===== src/rtl/icsr_pkg.sv =====
package icsr_pkg;
  typedef enum logic [2:0] {
    K_CTRL, K_RAW, K_IPI_STAT, K_TMR_STAT, K_IPI_REQ, K_MASK, K_MVEC, K_NONE
  } reg_kind_e;

  localparam int unsigned IDX_CTRL     = 0;
  localparam int unsigned IDX_RAW      = 1;
  localparam int unsigned IDX_IPI_STAT = 2;
  localparam int unsigned IDX_TMR_STAT = 3;
  localparam int unsigned IDX_IPI_REQ  = 4;
  localparam int unsigned IDX_MASK     = 8;
  localparam int unsigned IDX_MVEC     = 12;
  localparam int unsigned SLOT_SHIFT   = 6;
  localparam int unsigned LEGAL_SIZE   = 8;
endpackage


===== src/rtl/icsr_decode.sv =====
module icsr_decode
  import icsr_pkg::*;
#(
  parameter int unsigned ADDR_W = 12,
  parameter int unsigned NCPU   = 4,
  localparam int unsigned CW    = (NCPU > 1) ? $clog2(NCPU) : 1
) (
  input  logic [ADDR_W-1:0] addr,
  input  logic [3:0]        size,
  output reg_kind_e         kind,
  output logic [CW-1:0]     cpu_sel,
  output logic              size_ok
);
  localparam int unsigned IW = ADDR_W - SLOT_SHIFT;

  logic [IW-1:0] idx;
  logic [IW-1:0] sub;

  assign idx     = addr[ADDR_W-1:SLOT_SHIFT];
  assign size_ok = (size == 4'(LEGAL_SIZE));
  assign sub     = idx & IW'(3);
  assign cpu_sel = CW'(sub);

  always_comb begin
    kind = K_NONE;
    if (idx == IW'(IDX_CTRL))          kind = K_CTRL;
    else if (idx == IW'(IDX_RAW))      kind = K_RAW;
    else if (idx == IW'(IDX_IPI_STAT)) kind = K_IPI_STAT;
    else if (idx == IW'(IDX_TMR_STAT)) kind = K_TMR_STAT;
    else if (idx == IW'(IDX_IPI_REQ))  kind = K_IPI_REQ;
    else if ((idx & ~IW'(3)) == IW'(IDX_MASK) && sub < IW'(NCPU)) kind = K_MASK;
    else if ((idx & ~IW'(3)) == IW'(IDX_MVEC) && sub < IW'(NCPU)) kind = K_MVEC;
  end
endmodule


===== src/rtl/icsr_pend.sv =====
module icsr_pend #(
  parameter int unsigned N        = 4,
  parameter bit          SET_WINS = 1'b0
) (
  input  logic         clk,
  input  logic         rst_n,
  input  logic [N-1:0] set_vec,
  input  logic [N-1:0] clr_vec,
  output logic [N-1:0] q
);
  logic [N-1:0] q_nxt;
  logic         upd_en;

  generate
    if (SET_WINS) begin : g_set_wins
      assign q_nxt = (q & ~clr_vec) | set_vec;
    end else begin : g_clr_wins
      assign q_nxt = (q | set_vec) & ~clr_vec;
    end
  endgenerate

  assign upd_en = |(set_vec | clr_vec);

  always_ff @(posedge clk or negedge rst_n) begin
    if (!rst_n)      q <= '0;
    else if (upd_en) q <= q_nxt;
  end
endmodule


===== src/rtl/icsr_mask_bank.sv =====
module icsr_mask_bank #(
  parameter int unsigned NCPU = 4,
  parameter int unsigned DW   = 64
) (
  input  logic                      clk,
  input  logic                      rst_n,
  input  logic [NCPU-1:0]           wr_en,
  input  logic [DW-1:0]             wdata,
  input  logic [DW-1:0]             raw_q,
  output logic [NCPU-1:0][DW-1:0]   mask_q,
  output logic [NCPU-1:0][DW-1:0]   mvec,
  output logic [NCPU-1:0]           dev_irq
);
  for (genvar c = 0; c < NCPU; c++) begin : g_cpu
    always_ff @(posedge clk or negedge rst_n) begin
      if (!rst_n)        mask_q[c] <= '0;
      else if (wr_en[c]) mask_q[c] <= wdata;
    end
    assign mvec[c]    = mask_q[c] & raw_q;
    assign dev_irq[c] = |mvec[c];
  end
endmodule


===== src/rtl/mp_irq_csr.sv =====
module mp_irq_csr
  import icsr_pkg::*;
#(
  parameter int unsigned ADDR_W = 12,
  parameter int unsigned NCPU   = 4
) (
  input  logic              clk,
  input  logic              rst_n,
  input  logic              req_valid,
  input  logic              req_write,
  input  logic [ADDR_W-1:0] req_addr,
  input  logic [3:0]        req_size,
  input  logic [63:0]       req_wdata,
  input  logic [1:0]        req_cpu,
  input  logic [63:0]       raw_irq_in,
  input  logic              timer_tick,
  output logic              rsp_valid,
  output logic [63:0]       rsp_rdata,
  output logic              rsp_err,
  output logic [NCPU-1:0]   dev_irq,
  output logic [NCPU-1:0]   ipi_irq,
  output logic [NCPU-1:0]   tmr_irq
);
  localparam int unsigned DW = 64;
  localparam int unsigned CW = (NCPU > 1) ? $clog2(NCPU) : 1;
  localparam int unsigned POST_LSB = 12;
  localparam int unsigned ICLR_LSB = 8;
  localparam int unsigned TCLR_LSB = 4;
  localparam int unsigned NOP_BIT  = 28;

  reg_kind_e             kind;
  logic [CW-1:0]         cpu_sel;
  logic                  size_ok;
  logic [DW-1:0]         raw_q;
  logic [NCPU-1:0][DW-1:0] mask_q;
  logic [NCPU-1:0][DW-1:0] mvec;
  logic [NCPU-1:0]       mask_we;
  logic                  acc_wr, acc_rd, ctrl_wr, ctrl_empty;
  logic [NCPU-1:0]       ipi_set, ipi_clr, tmr_set, tmr_clr;
  logic                  err_nxt;
  logic [DW-1:0]         rdata_nxt;

  icsr_decode #(.ADDR_W(ADDR_W), .NCPU(NCPU)) u_dec (
    .addr(req_addr), .size(req_size),
    .kind(kind), .cpu_sel(cpu_sel), .size_ok(size_ok)
  );

  assign acc_wr = req_valid && size_ok && req_write;
  assign acc_rd = req_valid && size_ok && !req_write;
  assign ctrl_wr = acc_wr && (kind == K_CTRL);
  assign ctrl_empty = (req_wdata[15:4] == '0) && !req_wdata[NOP_BIT];

  for (genvar c = 0; c < NCPU; c++) begin : g_we
    assign mask_we[c] = acc_wr && (kind == K_MASK) && (cpu_sel == CW'(c));
  end

  always_comb begin
    ipi_set = '0;
    ipi_clr = '0;
    tmr_clr = '0;
    if (ctrl_wr) begin
      ipi_set = req_wdata[POST_LSB +: NCPU];
      ipi_clr = req_wdata[ICLR_LSB +: NCPU];
      tmr_clr = req_wdata[TCLR_LSB +: NCPU];
    end
    if (acc_wr && kind == K_IPI_REQ)  ipi_set = req_wdata[NCPU-1:0];
    if (acc_wr && kind == K_IPI_STAT) ipi_clr = req_wdata[NCPU-1:0];
    if (acc_wr && kind == K_TMR_STAT) tmr_clr = req_wdata[NCPU-1:0];
  end

  assign tmr_set = timer_tick ? '1 : '0;

  icsr_pend #(.N(NCPU), .SET_WINS(1'b0)) u_ipi (
    .clk(clk), .rst_n(rst_n), .set_vec(ipi_set), .clr_vec(ipi_clr), .q(ipi_irq)
  );

  icsr_pend #(.N(NCPU), .SET_WINS(1'b1)) u_tmr (
    .clk(clk), .rst_n(rst_n), .set_vec(tmr_set), .clr_vec(tmr_clr), .q(tmr_irq)
  );

  icsr_mask_bank #(.NCPU(NCPU), .DW(DW)) u_mask (
    .clk(clk), .rst_n(rst_n), .wr_en(mask_we), .wdata(req_wdata),
    .raw_q(raw_q), .mask_q(mask_q), .mvec(mvec), .dev_irq(dev_irq)
  );

  always_ff @(posedge clk or negedge rst_n) begin
    if (!rst_n) raw_q <= '0;
    else        raw_q <= raw_irq_in;
  end

  always_comb begin
    err_nxt = 1'b0;
    if (req_valid) begin
      if (!size_ok) err_nxt = 1'b1;
      else if (req_write)
        err_nxt = (kind == K_RAW) || (kind == K_MVEC) || (kind == K_NONE) ||
                  ((kind == K_CTRL) && ctrl_empty);
      else
        err_nxt = (kind == K_NONE) || (kind == K_IPI_REQ);
    end
  end

  always_comb begin
    rdata_nxt = '0;
    if (acc_rd) begin
      case (kind)
        K_CTRL: begin
          rdata_nxt[ICLR_LSB +: NCPU] = ipi_irq;
          rdata_nxt[TCLR_LSB +: NCPU] = tmr_irq;
          rdata_nxt[1:0]              = req_cpu;
        end
        K_RAW:      rdata_nxt = raw_q;
        K_IPI_STAT: rdata_nxt[NCPU-1:0] = ipi_irq;
        K_TMR_STAT: rdata_nxt[NCPU-1:0] = tmr_irq;
        K_MASK:     rdata_nxt = mask_q[cpu_sel];
        K_MVEC:     rdata_nxt = mvec[cpu_sel];
        default:    rdata_nxt = '0;
      endcase
    end
  end

  always_ff @(posedge clk or negedge rst_n) begin
    if (!rst_n) begin
      rsp_valid <= 1'b0;
      rsp_err   <= 1'b0;
      rsp_rdata <= '0;
    end else begin
      rsp_valid <= req_valid;
      rsp_err   <= err_nxt;
      rsp_rdata <= rdata_nxt;
    end
  end
endmodule


===== config.mk =====
export PLATFORM = sky130hd
export DESIGN_NAME = mp_irq_csr
export DESIGN_NICKNAME = d
export VERILOG_FILES = /design/src/rtl/icsr_pkg.sv /design/src/rtl/icsr_decode.sv /design/src/rtl/icsr_pend.sv /design/src/rtl/icsr_mask_bank.sv /design/src/rtl/mp_irq_csr.sv
export SDC_FILE = /design/constraint.sdc
export NUM_CORES = 1
export LEC_CHECK = 0
export BUFFER_PORTS_ARGS = -buffer_cell sky130_fd_sc_hd__buf_2
export CELL_PAD_IN_SITES_DETAIL_PLACEMENT = 1
export CELL_PAD_IN_SITES_GLOBAL_PLACEMENT = 1
export CORE_ASPECT_RATIO = 0.75
export CORE_MARGIN = 2
export CORE_UTILIZATION = 40
export DETAILED_ROUTE_END_ITERATION = 12
export PLACE_DENSITY_LB_ADDON = 0.15
export SLEW_MARGIN = 20
export SYNTH_ARGS = -nofsm -noshare
export SYNTH_HDL_FRONTEND = slang
export SYNTH_SLANG_ARGS = --single-unit

===== constraint.sdc =====
create_clock -name clk -period 2.2 [get_ports clk]
set_input_delay 0.44 -clock clk [delete_from_list [all_inputs] [get_ports clk]]
set_output_delay 0.44 -clock clk [all_outputs]
set_load 0.03 [all_outputs]

-- After elaboration in Yosys (flattened, before gate mapping)
Cells that the tools add are included.
- order comparisons: 2
- bitwise logic cells: 12
- multiplexer cells: 26
- reduce and logical (&&, ||, !) cells: 32
- equality and inequality tests: 17
- operator list (operator ; number):
    64-bit AND ; 4
    64-bit binary-select mux with 2-bit select ; 2
    64-bit OR reduction ; 4
    64-bit two-way mux ; 3
    52-bit case mux with 3 select lines ; 1
    8-bit case mux with 4 select lines ; 1
    4-bit two-way mux ; 7
    3-bit two-way mux ; 6
    1-bit logical AND ; 16
    4-bit OR ; 4
    3-bit equality test (second input constant) ; 4
    6-bit by 2-bit equality test with 1-bit output (second input constant) ; 2
    12-bit logical NOT ; 1
    2-bit case mux with 6 select lines ; 1
    2-bit case mux with 5 select lines ; 1
    4-bit AND ; 2
    4-bit by 2-bit equality test with 1-bit output (second input constant) ; 2
    4-bit inverter ; 2
    4-bit OR reduction ; 2
    3-bit by 2-bit equality test with 1-bit output (second input constant) ; 2
    6-bit by 1-bit equality test with 1-bit output (second input constant) ; 1
    6-bit by 3-bit equality test with 1-bit output (second input constant) ; 1
    6-bit logical NOT ; 1
    2-bit by 3-bit less-than comparator with 1-bit output (second input constant) ; 2
    9 further kinds ; 17
- output and inout port bits: 78
- bits in registers: 394

-- Logic depth before layout (Yosys ltp)
Gate-level depths: netlist of run 1.
- depth after elaboration: 16
- mapped depth: 7

-- Modules after synthesis
Synthesis of run 1 repeated with hierarchy kept, for this count alone.
- cells, all modules: 1587
- area total of the unflattened synthesis: 20458.4 µm²
- by module, submodules not included (module ; area an instance (µm²) ; times used ; cells an instance):
    icsr_mask_bank ; 11805.1 ; 1 ; 904
    mp_irq_csr ; 8286.7 ; 1 ; 651
    icsr_pend at u_tmr ; 145.1 ; 1 ; 12
    icsr_pend at u_ipi ; 140.1 ; 1 ; 8
    icsr_decode ; 81.3 ; 1 ; 12

-- Least setup slack after synthesis of run 1
No wires, ideal clock.
- kind: input to register
- start point: in req_size[2]
- end point: reg u_mask.mask_q[195] (netlist name)
- stages: 7
- buffers on the path: 3
- arrival time: 2.256 ns
- required time: 2.075 ns
- slack: -0.181 ns
- cells stage by stage: or4b_1 > buf_2 > nor4_4 > nor2b_1 > buf_4 > buf_6 > mux2_2
- word-level cells in the longest chain between the ends: 5
- ends and longest elaborated chain (item ; line ; text):
    start: declaration ; mp_irq_csr.sv:12 ; input logic [3:0] req_size,
    4-bit equality test ; icsr_decode.sv:20 ; assign size_ok = (size == 4'(LEGAL_SIZE));
    1-bit logical AND (2 in series) ; mp_irq_csr.sv:48 ; assign acc_wr = req_valid && size_ok && req_write;
    1-bit logical AND (2 in series) ; mp_irq_csr.sv:54 ; assign mask_we[c] = acc_wr && (kind == K_MASK) && (cpu_sel == CW'(c));
    end signal: indexed assignment ; icsr_mask_bank.sv:17 ; else if (wr_en[c]) mask_q[c] <= wdata;
    end: declaration ; icsr_mask_bank.sv:10 ; output logic [NCPU-1:0][DW-1:0] mask_q,
Every way passes these cells.
A chain may end at the register's enable or synchronous reset.

-- Worst setup path after layout of run 1
- start point: reg raw_q[39]
- end point: out dev_irq[1]
- word-level cells in the longest chain between the ends: 2
- ends and longest elaborated chain (item ; line ; text):
    start: declaration ; mp_irq_csr.sv:34 ; logic [DW-1:0] raw_q;
    start signal: assignment ; mp_irq_csr.sv:88 ; else raw_q <= raw_irq_in;
    64-bit AND ; icsr_mask_bank.sv:19 ; assign mvec[c] = mask_q[c] & raw_q;
    64-bit OR reduction ; icsr_mask_bank.sv:20 ; assign dev_irq[c] = |mvec[c];
    end: declaration ; mp_irq_csr.sv:20 ; output logic [NCPU-1:0] dev_irq,
Every way passes these cells.

==> results.cfg, run 1 <==
[place]
gp_congestion = 0.969
dp_slack_ns = -0.434
dp.cells = 2377
port-buffer-count = 222
dp_hpwl_mm = 55.9
place_area_um2 = 22200

[sta]
setup_viol = 4
period_minus_slack_ns = 3.00
hold_viol_final = 0
holdWs_ns = 0.00563
setup_ws_ns = -0.802
worstMarginPinSlew_ns = 0.519
slew_viol_final = 0
rsz0062_at_grt = true
fmax_mhz = 333
finalCritPeriodShare_pct = 136
fin_worst_skew_ns = 0.0229
slew_headroom_pct = 65.4

[outcome]
violations = negative setup slack
outcome = complete, but fails checks

[critical_path]
rrSetupSlack_ns = 0.45
r2r_end = rsp_rdata[5]$_DFF_PN0_
end_kind = output pin
worst_setup_path_start_kind = flip-flop
crit_path_max_fanout = 2
critical_path_required_ns = 1.76
criticalPathCategory = reg2out
worst-r2r-cell-count = 4
regToRegStartpoint = u_mask.mask_q[69]$_DFFE_PN0P_
arrival_ns = 2.56

[floorplan]
core_um2 = 43700
fp-row-count = 66
num_io_pins = 229
die-area_um2 = 46300
die_h_um = 187
start_util_pct = 40.9
die_w_um = 248

[logic_synthesis]
synth_seq_cells = 394
yosysWarningCount = 0
synthAdderAreaFrac_pct = 0
synth_top_area_share_pct = 55.2
synth.distinct_cells = 42
ys_async_sr_fraction_pct = 100
synth_compound_area_share_pct = 12.7
synth_top_family_by_area = multiplexers
synth.top_cells.by_area = dfrtp_1, mux2_2, mux2i_1
synthCells = 1310
muxShareOfSynthArea_pct = 25.4
yosys.area_share.simple_pct = 3.98
syn_area_um2 = 17800
synthFlopType = dfrtp_1
synth_edf_count = 0
synth_largest_area_cell = dfrtp_1
synth.avg_cell_area_um2 = 13.6
syn_nets = 1461
synthXorXnorAreaFrac_pct = 0
seq_area_frac_synth_pct = 55.2

[clock_network]
insertion_delay_ns = 0.57
cts-root-buf = clkbuf_16
cts_tree = built
cts.clk_slew.worst_paths_ns = 0.06
numClockSinks = 394
clockBufferDepth = 3
htree_levels = 2
cts_made_buffers = 41

[final_layout]
fin_nets = 2055
most-common-layout-cells = dfrtp_1, buf_4, buf_2
layout_commonest_cell = dfrtp_1
final_area_um2 = 24800
final_util_pct = 56.8
fin_cells = 2517
num-fill-cells = 4438
area_growth_syn_to_layout_pct = 39.0
drive_gt1_share_pct = 52.4

[run]
drv_cap = 0

[pwr]
p_int_uw = 12800
ir_drop_mv = 0.637
leakagePower_uw = 0.0123
switching_share_pct = 24.0
switching_power_uw = 4050
comb_power_share_pct = 7.8
power_frac_seq_pct = 44.7
power.density_nw_per_um2 = 681
clock_power_share_pct = 47.5

[routing]
routed_wl_mm = 77.0
firstDrtPassIters = 5
drt.antenna.violating_nets = 0
drc = 0
avgViaCountPerCell = 6.05
post_drt_wl_per_cell_um = 30.6
dr.first_iter.drc_count = 1477
routed-via-count = 15200

[global_route]
grt_max_degree = 65
antenna_found_initial = 5
grt_remaining_overflow = 0
grt_pass1_wl_mm = 113
grt_pass1_vias = 16300
grt_usage_pct = 33.4

[worst_hold_path]
hp-start = raw_irq_in[44]
min_path_type = in2reg
min_path_cells = 1
hold_path_end = raw_q[44]$_DFF_PN0_
cell families (layout without fill, tap and decap cells):
logic type,after synthesis,count (layout)
other cells,0,2
mux,380,380
simple gates,139,139
buf+inv,77,704
flops,394,394
compound gates,320,320
metrics by stage:
step,total power (µW),setup TNS (ns)
after floorplan,7910,-10.37
after global placement,8780,-48.58
after detailed placement,8800,-51.07
after CTS,16900,-3.02
after global routing,17300,-3.16
final,16900,-3.05
power by group through the flow:
stage / combinational (µW) / sequential (µW) / clock, µW
after floorplan: 339 / 7570 / 0
after global placement: 1140 / 7640 / 0
after detailed placement: 1160 / 7650 / 0
after CTS: 1300 / 7530 / 8100
after global routing: 1390 / 7540 / 8420
final: 1320 / 7540 / 8020
critical path: stages, from the launching register on:
cell and delay (ns):
dfrtp_1 0.41, a22o_4 0.30, a221oi_4 0.25, buf_4 0.18, nand4_1 0.11, or4_4 0.58, buf_6 0.16
final cells by class:
type | instances | area (µm²) | share of cell area (%)
diodes | 2 | 5.00 | 0.0202
clock inverters | 18 | 319 | 1.29
clock buffers | 58 | 1210 | 4.89
flip-flops and latches | 394 | 9900 | 39.9
inverters | 1 | 3.75 | 0.0151
repair buffers | 627 | 4710 | 19.0
well taps | 578 | 723 | 2.91
multi-input cells | 839 | 7940 | 32.0
cells in the mapped netlist (14+ instances only):
cell and count:
a21oi_1 53, a221oi_1 68, nand2_1 63, mux4_2 14, mux2i_1 108, buf_6 24, mux2_4 60, a22o_1 66
mux2_2 198, nand4_1 16, dfrtp_1 394, clkbuf_1 38, o21ai_0 54, o22ai_1 52, nor2_1 24
routing by layer:
layer | global-route usage, % | vias to the layer above | routed length, µm
li1 | - | 6244 | -
met1 | 49.4 | 8102 | 34500
met2 | 49.7 | 717 | 33900
met3 | 5.90 | 155 | 6040
met4 | 10.5 | 8 | 2460
met5 | 0 | - | 58
repair_timing:
action / in CTS / in global routing
buffers inserted: 3 / 2
hold endpoints to repair: 86 / 0
setup endpoints to repair: 4 / 4
pin swaps: 10 / 9
resized for setup: 82 / 24
hold buffers: 57 / 0
flip-flops by register name (all words and copies together) (netlist names):
name and count:
rsp_valid 1, rsp_err 1, raw_q 64, u_tmr.q 4
rsp_rdata 64, u_ipi.q 4, u_mask.mask_q 256
worst max-delay path by stage:
stage,to,startpoint,cells after the start,slack [ns]
finish,dev_irq[1],raw_q[39]$_DFF_PN0_,6,-0.80
global route,dev_irq[1],raw_q[39]$_DFF_PN0_,6,-0.83
CTS,dev_irq[1],raw_q[39]$_DFF_PN0_,6,-0.76
detailed placement,dev_irq[1],raw_q[39]$_DFF_PN0_,6,-0.43
global placement,dev_irq[1],raw_q[39]$_DFF_PN0_,6,-0.41
floorplan,u_mask.mask_q[195]$_DFFE_PN0P_,req_size[2],7,-0.13
No activity file was read; power rests on OpenSTA's default activity.
==> run 2, diff against run 1 <==
--- a/config.mk
+++ b/config.mk
@@ -5,6 +5,7 @@
 export SDC_FILE = /design/constraint.sdc
 export NUM_CORES = 1
 export LEC_CHECK = 0
+export ABC_AREA = 1
 export BUFFER_PORTS_ARGS = -buffer_cell sky130_fd_sc_hd__buf_2
 export CELL_PAD_IN_SITES_DETAIL_PLACEMENT = 1
 export CELL_PAD_IN_SITES_GLOBAL_PLACEMENT = 1
==> run 2 against run 1 <==
Net effect:
- cell count rose by 22%
- clock power fell by 2%
- sequential power barely moved
- first-iteration DRC count fell by 24%
- combinational power fell by 13%
- non-clock buffer count fell by 280
- wire length fell by 19%
- the flow still finishes with violations (negative setup slack)
- global-route usage fell by 7.1 points
- count of clock-buffer cells in the layout rose by 10
- core utilization fell by 7.4 points
- sequential cell count did not move
- worst setup slack improved by 0.60 ns
==> results.cfg, run 2 <==
[outcome]
outcome = complete, but fails checks
violations = negative setup slack

[place]
dp_slack_ns = 0.106
dp_hpwl_mm = 41.5
port-buffer-count = 222
place_area_um2 = 20300
gp_congestion = 0.842

[critical_path]
criticalPathCategory = reg2out
slowest_stage = dfrtp_2
regToRegStartpoint = raw_q[31]$_DFF_PN0_
max_stage_delay_ns = 0.45
cp-startpoint = raw_q[1]$_DFF_PN0_
path_delay_family = simple AND/OR/NAND/NOR gates
worst_setup_path_start_kind = flip-flop
critPathBufInv = 1
arrival_ns = 1.96
critical_path_required_ns = 1.76
end_kind = output pin
crit_path_max_fanout = 5
cp_cell_sequence = nand2_1, nand4_1, nor2_2, nand3_2, nor2_4, nand2_2, buf_6

[run]
drv_cap = 0

[logic_synthesis]
synth.top_cells.by_area = dfrtp_1, nand2_1, o21ai_1
yosys-top-cells-count = nand2_1, dfrtp_1, o21ai_1
synth.avg_cell_area_um2 = 8.57
synth.distinct_cells = 26
synthCells = 2172
synth_top_area_share_pct = 53.0
syn_area_um2 = 18600
synth_largest_area_cell = dfrtp_1
yosysWarningCount = 0
synth_seq_cells = 394
yosysMostFrequentCell = nand2_1
seq_area_frac_synth_pct = 53.0
synthFlopType = dfrtp_1
synth_edf_count = 0
syn_nets = 2323
ys_async_sr_fraction_pct = 100

[pwr]
power.density_nw_per_um2 = 729
leakagePower_uw = 0.0110
report.power.total_uw = 16500
ir_drop_mv = 0.479

[floorplan]
die-area_um2 = 48300
die_w_um = 253
die_h_um = 191
start_util_pct = 40.5
core_um2 = 45900
num_io_pins = 229
fp-row-count = 68

[global_route]
grt_usage_pct = 26.4
grt_pass1_vias = 17200
grt_pass1_wl_mm = 98.8
antenna_found_initial = 0
grt_remaining_overflow = 0
grt_max_degree = 83

[clock_network]
cts-root-buf = clkbuf_16
htree_levels = 2
clockBufferDepth = 3
insertion_delay_ns = 0.57
cts.clk_slew.worst_paths_ns = 0.06
cts_tree = built
numClockSinks = 394
cts_made_buffers = 43

[sta]
period_minus_slack_ns = 2.40
hold_viol_final = 0
finalCritPeriodShare_pct = 109
rsz0062_at_grt = true
fin_worst_skew_ns = 0.0121
setup_viol = 4
slew_viol_final = 0
setup_ws_ns = -0.201
fmax_mhz = 416
worstMarginPinSlew_ns = 0.605
slew_headroom_pct = 59.7

[final_layout]
fin_nets = 2602
reg_top3 = u_mask.mask_q x256, raw_q x64, rsp_rdata x64
drive_gt1_share_pct = 21.2
num-fill-cells = 5392
largest_register_ff_count = 256
diodes = 0
most-common-layout-cells = nand2_1, dfrtp_1, buf_2
layout_commonest_cell = nand2_1
area_growth_syn_to_layout_pct = 21.9
largest-register = u_mask.mask_q
final_area_um2 = 22700

[routing]
routed-via-count = 16400
firstDrtPassIters = 5
drt.antenna.violating_nets = 0
post_drt_wl_per_cell_um = 20.3
routed_wl_mm = 62.6
avgViaCountPerCell = 5.33
drc = 0
dr.first_iter.drc_count = 1127

[worst_hold_path]
hp-start = timer_tick
min_path_type = in2reg
## run 2: area by class of cell
type                       instances  area [µm²]  share of cell area, %
inverter                         159         602                   2.65
clock buffer                      68        1390                   6.14
tap                              595         744                   3.28
sequential                       394        9890                   43.6
clock inverter                    11         159                  0.701
multi-input combinational       1506        7330                   32.3
timing repair buffer             347        2560                   11.3
## run 2: kinds of logic after synthesis
logic type,Yosys count,synth area share [%]
AO/OA/AOI/OAI,412,13.9
AND/OR/NAND/NOR,1094,24.8
buffers and inverters,272,8.34
flip-flops,394,53.0
## run 2: worst paths after layout
check | cells past startpoint | slack, ns | endpoint
max | 7 | -0.20 | dev_irq[3]
min | 3 | 0.14 | u_tmr.q[3]$_DFFE_PN0P_
max reg2reg | 5 | 1.03 | rsp_rdata[31]$_DFF_PN0_
min reg2reg | 2 | 0.51 | u_mask.mask_q[146]$_DFFE_PN0P_
max in group asynchronous | 4 | 0.94 | raw_q[34]$_DFF_PN0_
min in group asynchronous | 2 | 0.36 | rsp_rdata[20]$_DFF_PN0_
## run 2: tightest hold or removal path, stage by stage
cell and delay [ns]:
buf_2 0.08, inv_1 0.09, nand2_1 0.08
## run 2: report_power, final
part	switching [µW]	total, µW	internal (µW)
sequential	155	7510	7350
clock	3070	7870	4800
combinational	744	1150	403
total	3970	16500	12600
## run 2: per-layer routing
layer	share of wire [%]	global-route usage [%]
met1	48	38.7
met3	4.6	3.33
met5	0	0
met2	45	41.1
met4	2.1	7.19
## run 2: what timing repair did
| item | in CTS | in global routing |
|---|---|---|
| gates cloned | 0 | 0 |
| buffers inserted | 4 | 0 |
| pin swaps | 14 | 15 |
| resized for setup | 39 | 30 |
| endpoints found under the setup margin | 4 | 4 |
| endpoints found under the hold margin | 96 | 0 |
| hold buffers | 66 | 0 |
## run 2: per-stage QoR
stage                     hold slack, ns  cells  utilization, %  setup TNS [ns]
final                              0.145   3080            49.4          -0.765
after global routing               0.145   3080            49.4           -1.13
after CTS                          0.112   3080            49.2           -1.04
after detailed placement           0.354   2931            44.1               0
after global placement             0.354   2931            44.1               0
after floorplan                    0.144   2172               -               0
==> run 3, diff against run 2 <==
--- a/config.mk
+++ b/config.mk
@@ -6,7 +6,7 @@
 export NUM_CORES = 1
 export LEC_CHECK = 0
 export ABC_AREA = 1
-export BUFFER_PORTS_ARGS = -buffer_cell sky130_fd_sc_hd__buf_2
+export BUFFER_PORTS_ARGS = -buffer_cell sky130_fd_sc_hd__clkbuf_2
 export CELL_PAD_IN_SITES_DETAIL_PLACEMENT = 1
 export CELL_PAD_IN_SITES_GLOBAL_PLACEMENT = 1
 export CORE_ASPECT_RATIO = 0.75
==> run 3 against run 2 <==
Net effect:
- the flow still finishes with violations (negative setup slack)
- first-iteration DRC count down 3.5%
- clock power fell by 5.5%
- non-clock buffer count shrank 6
- sequential cell count did not move
- cell area is 0.90% lower
- clock skew rose by 0.0030 ns
- maximum frequency shrank 0.73%
- sequential power is essentially flat
- via count shrank 0.15%
- largest power group is now registers
==> results.cfg, run 3 (synthesis gave the netlist of run 2 again) <==
[global_route]
grt_pass1_vias = 17300
grt_usage_pct = 26.4
grt_remaining_overflow = 0
grt_max_degree = 91
antenna_found_initial = 2
grt_pass1_wl_mm = 98.4

[final_layout]
fin_cells = 3074
multi_input_area_um2 = 7320
final_area_um2 = 22500
largest-register = u_mask.mask_q
drive_gt1_share_pct = 20.4
regArea_um2 = 9880
layout_commonest_cell = nand2_1
num-fill-cells = 5469
largest_register_ff_count = 256
fin_nets = 2596
area_growth_syn_to_layout_pct = 20.8
most-common-layout-cells = nand2_1, dfrtp_1, clkbuf_2
reg_top3 = u_mask.mask_q x256, raw_q x64, rsp_rdata x64

[clock_network]
insertion_delay_ns = 0.57
cts_made_buffers = 43
cts_tree = built
htree_levels = 2
cts-root-buf = clkbuf_16
clockBufferDepth = 3
numClockSinks = 394
cts.clk_slew.worst_paths_ns = 0.06

[floorplan]
num_io_pins = 229
core_um2 = 45900
start_util_pct = 40.5
die_h_um = 191
die-area_um2 = 48300
die_w_um = 253
fp-row-count = 68

[worst_hold_path]
min_path_type = in2reg

[sta]
setup_viol = 4
hold_viol_final = 0
slew_viol_final = 0
rsz0062_at_grt = true
worstMarginPinSlew_ns = 0.492
holdWs_ns = 0.0568
slew_headroom_pct = 67.2
fmax_mhz = 413
finalCritPeriodShare_pct = 110
period_minus_slack_ns = 2.42
fin_worst_skew_ns = 0.0150
tns_ns = -0.845
setup_ws_ns = -0.219

[routing]
drt.antenna.violating_nets = 0
firstDrtPassIters = 5
avgViaCountPerCell = 5.33
post_drt_wl_per_cell_um = 20.3
routed-via-count = 16400
dr.first_iter.drc_count = 1088
drc = 0
routed_wl_mm = 62.5

[pwr]
leakagePower_uw = 0.0109
ir_drop_mv = 0.499
power.density_nw_per_um2 = 717

[place]
dp_slack_ns = 0.145
place_area_um2 = 20200
dp.cells = 2924
dp_hpwl_mm = 41.9
gp_congestion = 0.855
port-buffer-count = 222

[critical_path]
slowest_stage = dfrtp_1
crit_path_max_fanout = 6
criticalPathCategory = reg2out
critical_path_required_ns = 1.76
end_kind = output pin
path_delay_family = simple AND/OR/NAND/NOR gates
arrival_ns = 1.98
cp_cell_sequence = nand2_1, nand4_1, a21oi_2, nand3_2, nor2_2, nand2_2, buf_8
worst_setup_path_start_kind = flip-flop
critPathBufInv = 1
max_stage_delay_ns = 0.46
rrSetupSlack_ns = 1.01

[outcome]
violations = negative setup slack
outcome = complete, but fails checks

[run]
drv_cap = 0
-- run 3: cell types whose count changed in the layout (fill, tap and decap cells not counted), sizes merged --
cell	delta
buf	-224
bufinv	-1
clkbuf	+217
clkinv	+1
clkinvlp	+1
diode	+1
dlygate4sd3	-1
-- run 3: worst paths after layout --
check	startpoint	cells past startpoint	endpoint
max in group asynchronous	rst_n	3	raw_q[53]$_DFF_PN0_
min in group asynchronous	rst_n	2	u_mask.mask_q[148]$_DFFE_PN0P_
max	raw_q[26]$_DFF_PN0_	7	dev_irq[3]
min reg2reg	u_mask.mask_q[117]$_DFFE_PN0P_	2	u_mask.mask_q[117]$_DFFE_PN0P_
min	raw_irq_in[63]	1	raw_q[63]$_DFF_PN0_
max reg2reg	raw_q[29]$_DFF_PN0_	5	rsp_rdata[29]$_DFF_PN0_
-- run 3: final cells by class --
class | instances | area share, %
multi-input combinational | 1506 | 32.6
clock buffer | 66 | 5.76
inverter | 159 | 2.68
clock inverter | 12 | 0.613
antenna | 1 | 0.0111
sequential | 394 | 44.0
tap | 595 | 3.31
timing repair buffer | 341 | 11.1
-- run 3: through the flow --
stage | total power, µW | utilization [%]
floorplan | 8000 | -
global route | 16700 | 48.9
global placement | 8600 | 43.9
detailed placement | 8630 | 43.9
finish | 16100 | 48.9
CTS | 16300 | 48.7
-- run 3: routing by layer --
layer	wire, µm	part of all wire [%]	up-vias	global-route usage, %
met5	0	0	-	0
met4	1390	2.2	0	7.42
met3	3120	5.0	92	3.71
met2	28000	45	439	41.6
met1	29900	48	8172	38.0
li1	-	-	7685	-
-- run 3: timing repair --
| action | 4_1_cts | 5_1_grt |
|---|---|---|
| gates resized for setup | 44 | 19 |
| hold buffers | 65 | 0 |
| pin swaps | 22 | 13 |
| setup buffers | 2 | 4 |
| endpoints found under the setup margin | 4 | 4 |
| hold endpoints to repair | 103 | 0 |
-- run 3: where the power goes --
group	internal [µW]	leakage [µW]	total, µW	switching [µW]
sequential	7350	0.00529	7500	154
combinational	407	0.00487	1160	749
clock	4400	0.000707	7440	3050
total	12200	0.0109	16100	3950
